==> src/rtl/pts_pkg.sv <==
package pts_pkg;

  typedef enum logic [1:0] {ST_SEEK, ST_LEAD, ST_TAIL, ST_DEAD} pts_state_e;

  // Fine-step reference shape: linear rise over RISE steps, linear fall to zero at LEN.
  function automatic int ref_shape(int k, int len, int rise, int peak);
    if (k < 0 || k >= len) return 0;
    if (k < rise) return (k * peak) / rise;
    return ((len - k) * peak) / (len - rise);
  endfunction

  // Area of the reference over the leading cut, sampled at the coarse step.
  function automatic int lead_area(int cut, int ratio, int len, int rise, int peak);
    int acc;
    acc = 0;
    for (int j = 0; j < cut; j++) acc += ref_shape(j * ratio, len, rise, peak);
    return acc;
  endfunction

endpackage

==> src/rtl/pts_ref_rom.sv <==
module pts_ref_rom #(
  parameter int REF_LEN = 128,
  parameter int RISE    = 12,
  parameter int PEAK    = 1000,
  parameter int RW      = 10,
  parameter int AW      = 7
) (
  input  logic [AW-1:0] addr,
  output logic [RW-1:0] data
);
  logic [RW-1:0] tbl [REF_LEN];

  for (genvar g = 0; g < REF_LEN; g++) begin : g_ent
    assign tbl[g] = RW'(pts_pkg::ref_shape(g, REF_LEN, RISE, PEAK));
  end

  assign data = tbl[addr];
endmodule

==> src/rtl/pts_tail_scale.sv <==
module pts_tail_scale #(
  parameter int DW = 12,
  parameter int RW = 10,
  parameter int GW = 44,
  parameter int FB = 24,
  parameter int SW = 20
) (
  input  logic signed [DW-1:0] smp,
  input  logic        [RW-1:0] refv,
  input  logic signed [GW-1:0] gain,
  output logic signed [SW-1:0] sub,
  output logic signed [DW-1:0] resid
);
  localparam logic signed [63:0] HALF = 64'sd1 <<< (FB - 1);
  localparam logic signed [63:0] HI   = (64'sd1 <<< (DW - 1)) - 64'sd1;
  localparam logic signed [63:0] LO   = -(64'sd1 <<< (DW - 1));

  logic signed [63:0] prod, scaled, diff;

  always_comb begin
    prod   = 64'(gain) * 64'($signed({1'b0, refv}));
    scaled = (prod + HALF) >>> FB;
    diff   = 64'(smp) - scaled;
    sub    = SW'(scaled);
    if (diff > HI)      resid = DW'(HI);
    else if (diff < LO) resid = DW'(LO);
    else                resid = DW'(diff);
  end
endmodule

==> src/rtl/pts_stage.sv <==
module pts_stage #(
  parameter int DW        = 12,
  parameter int PULSE_LEN = 32,
  parameter int CUT_PCT   = 20,
  parameter int RATIO     = 4,
  parameter int RISE      = 12,
  parameter int PEAK      = 1000,
  parameter int THRESH    = 40,
  parameter int MAX_PART  = 9000,
  parameter int FB        = 24,
  localparam int DTW      = (RATIO > 1) ? $clog2(RATIO) : 1,
  localparam int EW       = DW + $clog2(PULSE_LEN) + 3
) (
  input  logic                 clk,
  input  logic                 rst_n,
  input  logic                 in_valid,
  output logic                 in_ready,
  input  logic signed [DW-1:0] in_data,
  output logic                 out_valid,
  input  logic                 out_ready,
  output logic signed [DW-1:0] out_data,
  input  logic [DTW-1:0]       dt_ofs,
  output logic                 hit_out,
  input  logic                 ds_hit,
  output logic                 egy_valid,
  output logic signed [EW-1:0] egy_value,
  output logic                 egy_interp
);
  import pts_pkg::*;

  localparam int CUT      = (PULSE_LEN * CUT_PCT + 99) / 100;
  localparam int TAIL_LEN = PULSE_LEN - CUT;
  localparam int REF_LEN  = PULSE_LEN * RATIO;
  localparam int AW       = $clog2(REF_LEN);
  localparam int RW       = $clog2(PEAK + 1);
  localparam int CW       = $clog2(PULSE_LEN + 1);
  localparam int GW       = EW + FB;
  localparam int AREA     = lead_area(CUT, RATIO, REF_LEN, RISE, PEAK);
  localparam longint INV  = ((64'sd1 <<< FB) + longint'(AREA / 2)) / longint'(AREA);
  localparam logic signed [DW-1:0] THR  = DW'(THRESH);
  localparam logic signed [EW-1:0] MAXP = EW'(MAX_PART);

  pts_state_e           st;
  logic [CW-1:0]        cnt, tcnt;
  logic [DTW-1:0]       dt_q;
  logic signed [EW-1:0] psum, fsum, tail_e;
  logic signed [EW-1:0] psum_nx, fsum_nx, smp_ext;
  logic signed [GW-1:0] gain;
  logic                 flag;
  logic                 fire;
  logic [AW-1:0]        addr;
  logic [RW-1:0]        refv;
  logic signed [EW-1:0] sub;
  logic signed [DW-1:0] resid;

  assign fire      = in_valid & out_ready;
  assign in_ready  = out_ready;
  assign out_valid = in_valid;
  assign smp_ext   = EW'(in_data);
  assign psum_nx   = psum + smp_ext;
  assign fsum_nx   = fsum + smp_ext;
  assign addr      = AW'(CUT * RATIO + RATIO * int'(tcnt) + int'(dt_q));
  assign out_data  = (st == ST_TAIL) ? resid : '0;

  pts_ref_rom #(.REF_LEN(REF_LEN), .RISE(RISE), .PEAK(PEAK), .RW(RW), .AW(AW)) u_rom (
    .addr(addr), .data(refv)
  );

  pts_tail_scale #(.DW(DW), .RW(RW), .GW(GW), .FB(FB), .SW(EW)) u_scale (
    .smp(in_data), .refv(refv), .gain(gain), .sub(sub), .resid(resid)
  );

  always_ff @(posedge clk or negedge rst_n) begin
    if (!rst_n) begin
      st         <= ST_SEEK;
      cnt        <= '0;
      tcnt       <= '0;
      dt_q       <= '0;
      psum       <= '0;
      fsum       <= '0;
      tail_e     <= '0;
      gain       <= '0;
      flag       <= 1'b0;
      hit_out    <= 1'b0;
      egy_valid  <= 1'b0;
      egy_value  <= '0;
      egy_interp <= 1'b0;
    end else begin
      hit_out   <= 1'b0;
      egy_valid <= 1'b0;
      if (st == ST_TAIL && ds_hit) flag <= 1'b1;
      if (fire) begin
        unique case (st)
          ST_SEEK: if (in_data > THR) begin
            hit_out <= 1'b1;
            psum    <= smp_ext;
            fsum    <= smp_ext;
            cnt     <= CW'(1);
            st      <= ST_LEAD;
          end
          ST_LEAD: begin
            psum <= psum_nx;
            fsum <= fsum_nx;
            cnt  <= cnt + CW'(1);
            if (cnt == CW'(CUT - 1)) begin
              if (psum_nx > MAXP) begin
                st <= ST_DEAD;
              end else begin
                gain   <= GW'(psum_nx) * GW'(INV);
                dt_q   <= dt_ofs;
                tcnt   <= '0;
                tail_e <= '0;
                flag   <= 1'b0;
                st     <= ST_TAIL;
              end
            end
          end
          ST_TAIL: begin
            fsum   <= fsum_nx;
            tail_e <= tail_e + sub;
            tcnt   <= tcnt + CW'(1);
            if (tcnt == CW'(TAIL_LEN - 1)) begin
              egy_valid <= 1'b1;
              if (flag || ds_hit) begin
                egy_value  <= psum + tail_e + sub;
                egy_interp <= 1'b1;
              end else begin
                egy_value  <= fsum_nx;
                egy_interp <= 1'b0;
              end
              st <= ST_SEEK;
            end
          end
          ST_DEAD: if (in_data <= THR) st <= ST_SEEK;
          default: st <= ST_SEEK;
        endcase
      end
    end
  end
endmodule

==> config.mk <==
export PLATFORM = sky130hd
export DESIGN_NAME = pts_stage
export DESIGN_NICKNAME = d
export VERILOG_FILES = /design/src/rtl/pts_pkg.sv /design/src/rtl/pts_ref_rom.sv /design/src/rtl/pts_tail_scale.sv /design/src/rtl/pts_stage.sv
export SDC_FILE = /design/constraint.sdc
export NUM_CORES = 2
export LEC_CHECK = 0
export BUFFER_PORTS_ARGS = -buffer_cell sky130_fd_sc_hd__buf_4
export CORE_ASPECT_RATIO = 1.1
export CORE_MARGIN = 2
export CORE_UTILIZATION = 30
export CTS_BUF_LIST = sky130_fd_sc_hd__clkbuf_16
export CTS_CLUSTER_SIZE = 8
export DETAILED_ROUTE_END_ITERATION = 6
export SKIP_LAST_GASP = 1
export SLEW_MARGIN = 20
export SYNTH_ARGS = -nofsm -noshare
export SYNTH_HDL_FRONTEND = slang
export SYNTH_SLANG_ARGS = --single-unit
==> constraint.sdc <==
create_clock -name clk -period 13.5 [get_ports clk]
set_input_delay 0 -clock clk [delete_from_list [all_inputs] [get_ports clk]]
set_output_delay 0 -clock clk [all_outputs]
set_load 0.02 [all_outputs]
After elaboration in Yosys (flattened, before gate mapping)
Memories as Yosys holds them, arrays and structs flattened.
Cells that the tools add are included.
{"block": "classes", "add_sub_neg": 11, "multipliers": 2, "order_cmp": 6, "eq_ne": 10, "muxes": 35, "n_bitwise": 3, "n_reduce_logical": 13}
{"operator": "one-hot mux 20 bit (2 select lines)", "count": 3}
{"operator": "two-way mux 20 bit", "count": 4}
{"operator": "greater-than comparator 64 x 12 -> 1 bit (second input constant)", "count": 1}
{"operator": "< comparator 64 x 12 -> 1 bit (second input constant)", "count": 1}
{"operator": "adder 20 bit", "count": 3}
{"operator": "adder 44 x 25 -> 45 bit (second input constant)", "count": 1}
{"operator": "multiplier 32 x 11 -> 43 bit", "count": 1}
{"operator": "subtractor 12 x 40 -> 41 bit", "count": 1}
{"operator": "adder 20 x 12 -> 20 bit", "count": 2}
{"operator": "two-way mux 12 bit", "count": 3}
{"operator": "multiplier 20 x 12 -> 32 bit (second input constant)", "count": 1}
{"operator": "one-hot mux 6 bit (2 select lines)", "count": 2}
{"operator": "greater-than comparator 20 x 15 -> 1 bit (second input constant)", "count": 1}
{"operator": "two-way mux 10 bit", "count": 2}
{"operator": "two-way mux 6 bit", "count": 3}
{"operator": "two-way mux 1 bit", "count": 13}
{"operator": "adder 6 x 1 -> 6 bit (second input constant)", "count": 2}
{"operator": "greater-than comparator 12 x 7 -> 1 bit (second input constant)", "count": 1}
{"operator": "<= comparator 12 x 7 -> 1 bit (second input constant)", "count": 1}
{"operator": "AND reduction 3 bit", "count": 3}
{"operator": "greater-or-equal comparator 8 bit (second input constant)", "count": 1}
{"operator": "two-way mux 2 bit", "count": 4}
{"operator": "inequality test 2 bit (second input constant)", "count": 4}
{"operator": "NOT 7 -> 8 bit", "count": 1}
{"operator": "other kinds (17)", "count": 21}
{"block": "word_totals", "regBits": 132, "rom_bits": 1280, "input_bits": 19, "out_inout_bits": 37, "word_cells": 94, "memories": 1}
{"name": "(no name shown)", "words": 128, "width": 10, "read_ports": 1, "rd_ports_with_merged_regs": 0, "write_ports": 0, "line_no": "pts_ref_rom.sv:17", "source": "assign data = tbl[addr];"}

Longest topological paths before layout
{"block": "depth", "word_depth": 13, "depth_mapped": 62, "ltp_nobuf": 55}

By module
A second synthesis with hierarchy kept.
{"block": "unflattened", "cells_unflattened": 4008, "area_unflattened_um2": 34645.7}
{"module": "pts_tail_scale", "instances": 1, "cells_per_inst": 2070, "area_each_um2": 17544.3, "seq_area_each_um2": 0.0}
{"module": "pts_stage", "instances": 1, "cells_per_inst": 1693, "area_each_um2": 15449.8, "seq_area_each_um2": 3303.2}
{"module": "pts_ref_rom", "instances": 1, "cells_per_inst": 245, "area_each_um2": 1651.6, "seq_area_each_um2": 0.0}

Least setup slack after synthesis
No wires, ideal clock.
{"block": "synth_timing", "path_kind": "reg-to-output", "from": "reg tcnt[0]", "to": "out out_data[10]", "arrival_ps": 12857, "required_time_ps": 13500, "slack_ps": 643, "path_stages_with_launch": 58, "n_path_buf": 10, "cell_sequence": "dfrtp_1 > buf_2 > buf_4 > buf_4 > inv_1 > clkbuf_1 > ha_1 > buf_2 > buf_2 > inv_1 > clkbuf_1 > clkbuf_1 > nand2_1 > nand3_1 > o21ai_0 > a21oi_1 > o21ai_0 > a21oi_1 > [22 not listed] > xor2_1 > inv_1 > ha_1 > o21ai_0 > nand2b_1 > inv_1 > a211o_1 > a31o_1 > maj3_1 > o31a_1 > o22ai_1 > xnor2_1 > nand3_1 > or3_1 > a2111oi_2 > o22ai_1 > buf_6 > a21o_1"}
{"block": "synth_via", "elab_chain_len": 13, "elab_cells_between_ends": 14, "cone_classes": "add/sub: 4; mul: 1; order compare: 2; mux: 5; bitwise: 1; memory: 1"}
{"item": "start, declared", "line_no": "pts_stage.sv:44", "source": "logic [CW-1:0] cnt, tcnt;"}
{"item": "start signal, assigned", "line_no": "pts_stage.sv:121", "source": "tcnt <= tcnt + CW'(1);"}
{"item": "adder 5 x 7 -> 7 bit (*)", "line_no": "pts_stage.sv:62", "source": "assign addr = AW'(CUT * RATIO + RATIO * int'(tcnt) + int'(dt_q));"}
{"item": "adder 7 x 2 -> 7 bit (*)", "line_no": "pts_stage.sv:62"}
{"item": "NOT 7 -> 8 bit (implied by the code) (*)", "line_no": "pts_ref_rom.sv:17"}
{"item": "memory (128 x 10 bit) (*)"}
{"item": "two-way mux 10 bit (implied by the code) (*) (2 in a row)", "line_no": "pts_ref_rom.sv:17"}
{"item": "multiplier 32 x 11 -> 43 bit (*)", "line_no": "pts_tail_scale.sv:21", "source": "prod = 64'(gain) * 64'($signed({1'b0, refv}));"}
{"item": "adder 44 x 25 -> 45 bit (*)", "line_no": "pts_tail_scale.sv:22", "source": "scaled = (prod + HALF) >>> FB;"}
{"item": "subtractor 12 x 40 -> 41 bit (*)", "line_no": "pts_tail_scale.sv:23", "source": "diff = 64'(smp) - scaled;"}
{"item": "< comparator 64 x 12 -> 1 bit", "line_no": "pts_tail_scale.sv:26", "source": "else if (diff < LO) resid = DW'(LO);"}
{"item": "two-way mux 12 bit", "line_no": "pts_tail_scale.sv:26"}
{"item": "two-way mux 12 bit (*)", "line_no": "pts_tail_scale.sv:25", "source": "if (diff > HI) resid = DW'(HI);"}
{"item": "two-way mux 12 bit (*)", "line_no": "pts_stage.sv:63", "source": "assign out_data = (st == ST_TAIL) ? resid : '0;"}
{"item": "end, declared", "line_no": "pts_stage.sv:21", "source": "output logic signed [DW-1:0] out_data,"}
Mark *: on every way between the ends. The rest lies on a longest branch, timed or not. The select of a mux whose other input is x is not followed.

Worst setup path after layout
{"block": "layout_timing", "from": "reg tcnt[1]", "to": "out out_data[3]"}
Same word-level chain as after synthesis.

==> summary.md <==
| Metric | Value |
|---|---|
| Status | `completed` |
| Per-cell routed wire length | `16.5 µm` |
| Top post-synthesis cells by area | `fa_1 (28%), ha_1 (13%), dfrtp_1 (12%), inv_1 (7.5%), and2_1 (3.8%)` |
| Syn avg cell area | `8.68 µm²` |
| Final Cycle Share | `0.967` |
| CP max-delay cell | `or4_1` |
| Final Non-Filler Cells | `4578` |
| Hold Fails Final Rpt | `0` |
| Setup crit start kind | `flop` |
| Input/output buffers | `55` |
| Final Wtd Congestion | `0.889` |
| Clk sinks | `132` |
| Core Area | `94300 µm²` |
| Die area | `98000 µm²` |
| Vias | `22700` |
| Total length of routed wires | `75.5 mm` |
| #FFs+latches synth | `132` |
| Synth-to-layout area growth | `10.4%` |
| Chip height | `328 µm` |
| Clock transition at the registers of the reported paths | `70 ps` |
| Pre-Repair DR Iteration Count | `7` |
| GRT Residual Overflow | `0` |
| Die X | `299 µm` |
| Crit path largest cell delay | `640 ps` |
| Layout Utilization | `0.335` |
| Post-synthesis cell count | `3300` |
| Worst Skew | `14.0 ps` |
| Critical Path Fanout Max | `21` |
| Fillers | `9808` |
| Dpl cells | `4508` |
| First-pass GRT wire length | `126 mm` |
| Slew @ Worst Pin | `1090 ps` |
| Buf/Inv on CP | `9` |
| Data arrival time of the worst path | `13060 ps` |
| Rows | `118` |
| Synth top area share | `0.284` |
| CTS tree | `done` |
| Crit Path Category | `reg -> out` |
| DR vias/cell | `4.96` |
| Number of synthesized flops with an enable pin | `0` |
| Final Max Slew Viols | `0` |
| # diodes | `0` |
| Post-synthesis sequential area ratio | `0.115` |
| CP Data Required Time | `13500 ps` |
| Worst-Skew Late Latency | `450 ps` |
| Top delay family on crit path | `adder cells` |
| Tmin final | `13060 ps` |
| Seq. cell area | `3310 µm²` |
| Root Buffer Master | `clkbuf_16` |
| Final WS setup | `440 ps` |
| Leading cell types by count after synthesis | `inv_1 (570), fa_1 (407), ha_1 (292)` |
| Synthesized net count | `4018` |
| Final net count | `4023` |
| DP HPWL | `60.7 mm` |
| Slew headroom | `0.273` |
| F_max | `76.6 MHz` |
| Netlist cell types | `103` |
| Final Setup Violations | `0` |
| Post-DRT Antenna Nets | `0` |
| Share of layout cells above drive strength 1 | `0.0850` |
| Gr usage total | `0.157` |
| Vias in the first global route | `23900` |
| Ys flop type | `dfrtp_1` |
| Initial Util | `0.304` |
| Worst hold path type | `in -> reg` |
| Synthesized area | `28600 µm²` |
| Post-synth ARST share | `1.00` |
| H-tree levels | `4` |
| Total of max-cap violations | `0` |
| Cts bufs inserted | `17` |
| 1st-iter DRT viols | `1300` |
| Most frequent cell after synthesis | `inv_1` |
| I/O pin count | `56` |
| Drt drc | `0` |
| Worst setup EP type | `primary output` |
| Warnings, synthesis | `0` |
| Worst slack, placed | `333 ps` |
| Setup_tns | `0 ps` |
| Largest area contributor in the netlist | `fa_1` |
| Top cell by count, worst path | `inv_1` |
| Initial antenna violation count | `0` |
| Clock Path Buffers | `2` |
| Multi-input logic area | `22900 µm²` |
| Pin count of the biggest net entering global routing | `72` |
## path summary, 6_finish.rpt
check | from | slack (ps) | cells after the start | to
setup reg to reg | tcnt[1]$_DFFE_PN0P_ | 880 | 52 | egy_value[19]$_DFFE_PN0P_
min in group asynchronous | rst_n | 140 | 2 | fsum[17]$_DFFE_PN0P_
setup / recovery | tcnt[1]$_DFFE_PN0P_ | 440 | 47 | out_data[3]
max in group asynchronous | rst_n | 11930 | 3 | dt_q[0]$_DFFE_PN0P_
hold reg to reg | egy_value[18]$_DFFE_PN0P_ | 500 | 1 | egy_value[18]$_DFFE_PN0P_
hold / removal | in_data[10] | 70 | 4 | psum[10]$_DFFE_PN0P_
## layout by cell type (no fill, tap or decap), types with 15 or more instances in the layout
cell	instances
a21o_1	67
and2_1	174
mux2_2	31
inv_1	567
a31oi_1	24
buf_4	120
nor2_1	127
mux2i_1	26
ha_1	289
nor3_1	45
a211oi_1	17
and3_1	56
nand2_1	285
or3_1	15
o211ai_1	16
o21bai_1	39
nand2b_1	23
nand4_1	15
o21ai_0	129
xor2_1	41
a21oi_1	184
fa_1	407
nand3_1	61
xnor2_1	102
dfrtp_1	128
clkbuf_16	18
## state kept, by name, summed over array words and instances (netlist names)
register,count
gain,32
egy_value,20
fsum,20
psum,20
tail_e,20
cnt,6
tcnt,6
dt_q,2
st,2
egy_interp,1
egy_valid,1
flag,1
hit_out,1
## stage by stage
stage,hold slack (ps),cell area (µm²)
after floorplan,-296,28600
after global placement,89.6,30400
after detailed placement,87.1,30400
after CTS,35.1,31200
after global routing,113,31600
final,66.0,31600
## what timing repair did
action,in CTS,in global routing
gates cloned,0,3
endpoints found under the setup margin,11,16
setup buffers,0,22
pin swaps,0,6
endpoints found under the hold margin,90,0
hold buffers,13,0
resized for setup,5,44
## cells by family (layout without fill, tap and decap cells)
group                    Yosys count  after routing  synth area share
AO/OA/AOI/OAI                    654            654             0.150
adder cells (fa/ha/maj)          703            703             0.413
multiplexers                      62             63            0.0248
AND/OR/NAND/NOR                  869            869             0.151
flip-flops                       132            132             0.115
buffers and inverters            728            744            0.0973
XOR/XNOR                         152            153            0.0474
## per-layer routing
layer  global-route usage  share of wire  vias up
met5                    0              0        -
met4               0.0370          0.019        0
met3               0.0134          0.039       87
met2                0.280           0.50      532
met1                0.206           0.44    11300
li1                     -              -    10800
## area by class of cell
type                            count  area share
Clock inverter                     15     0.00419
Clock buffer                       17      0.0135
Tap cell                         1260      0.0499
Sequential cell                   132       0.105
Inverter                          573      0.0683
Timing Repair Buffer              139      0.0357
Multi-Input combinational cell   2442       0.724
## worst register-to-register path: cells and delay by family (launching register included)
family / cells / cell delay (ps)
buffers and inverters: 9 / 1090
AOI/OAI and AO/OA: 25 / 4930
DFF: 1 / 380
and+or+nand+nor: 3 / 370
adders and majority gates: 10 / 4340
muxes: 1 / 570
xor gates and xnor gates: 4 / 830
Power is not shown: default switching activity piles up to over one toggle a cycle in this logic, so the estimate is an artifact.
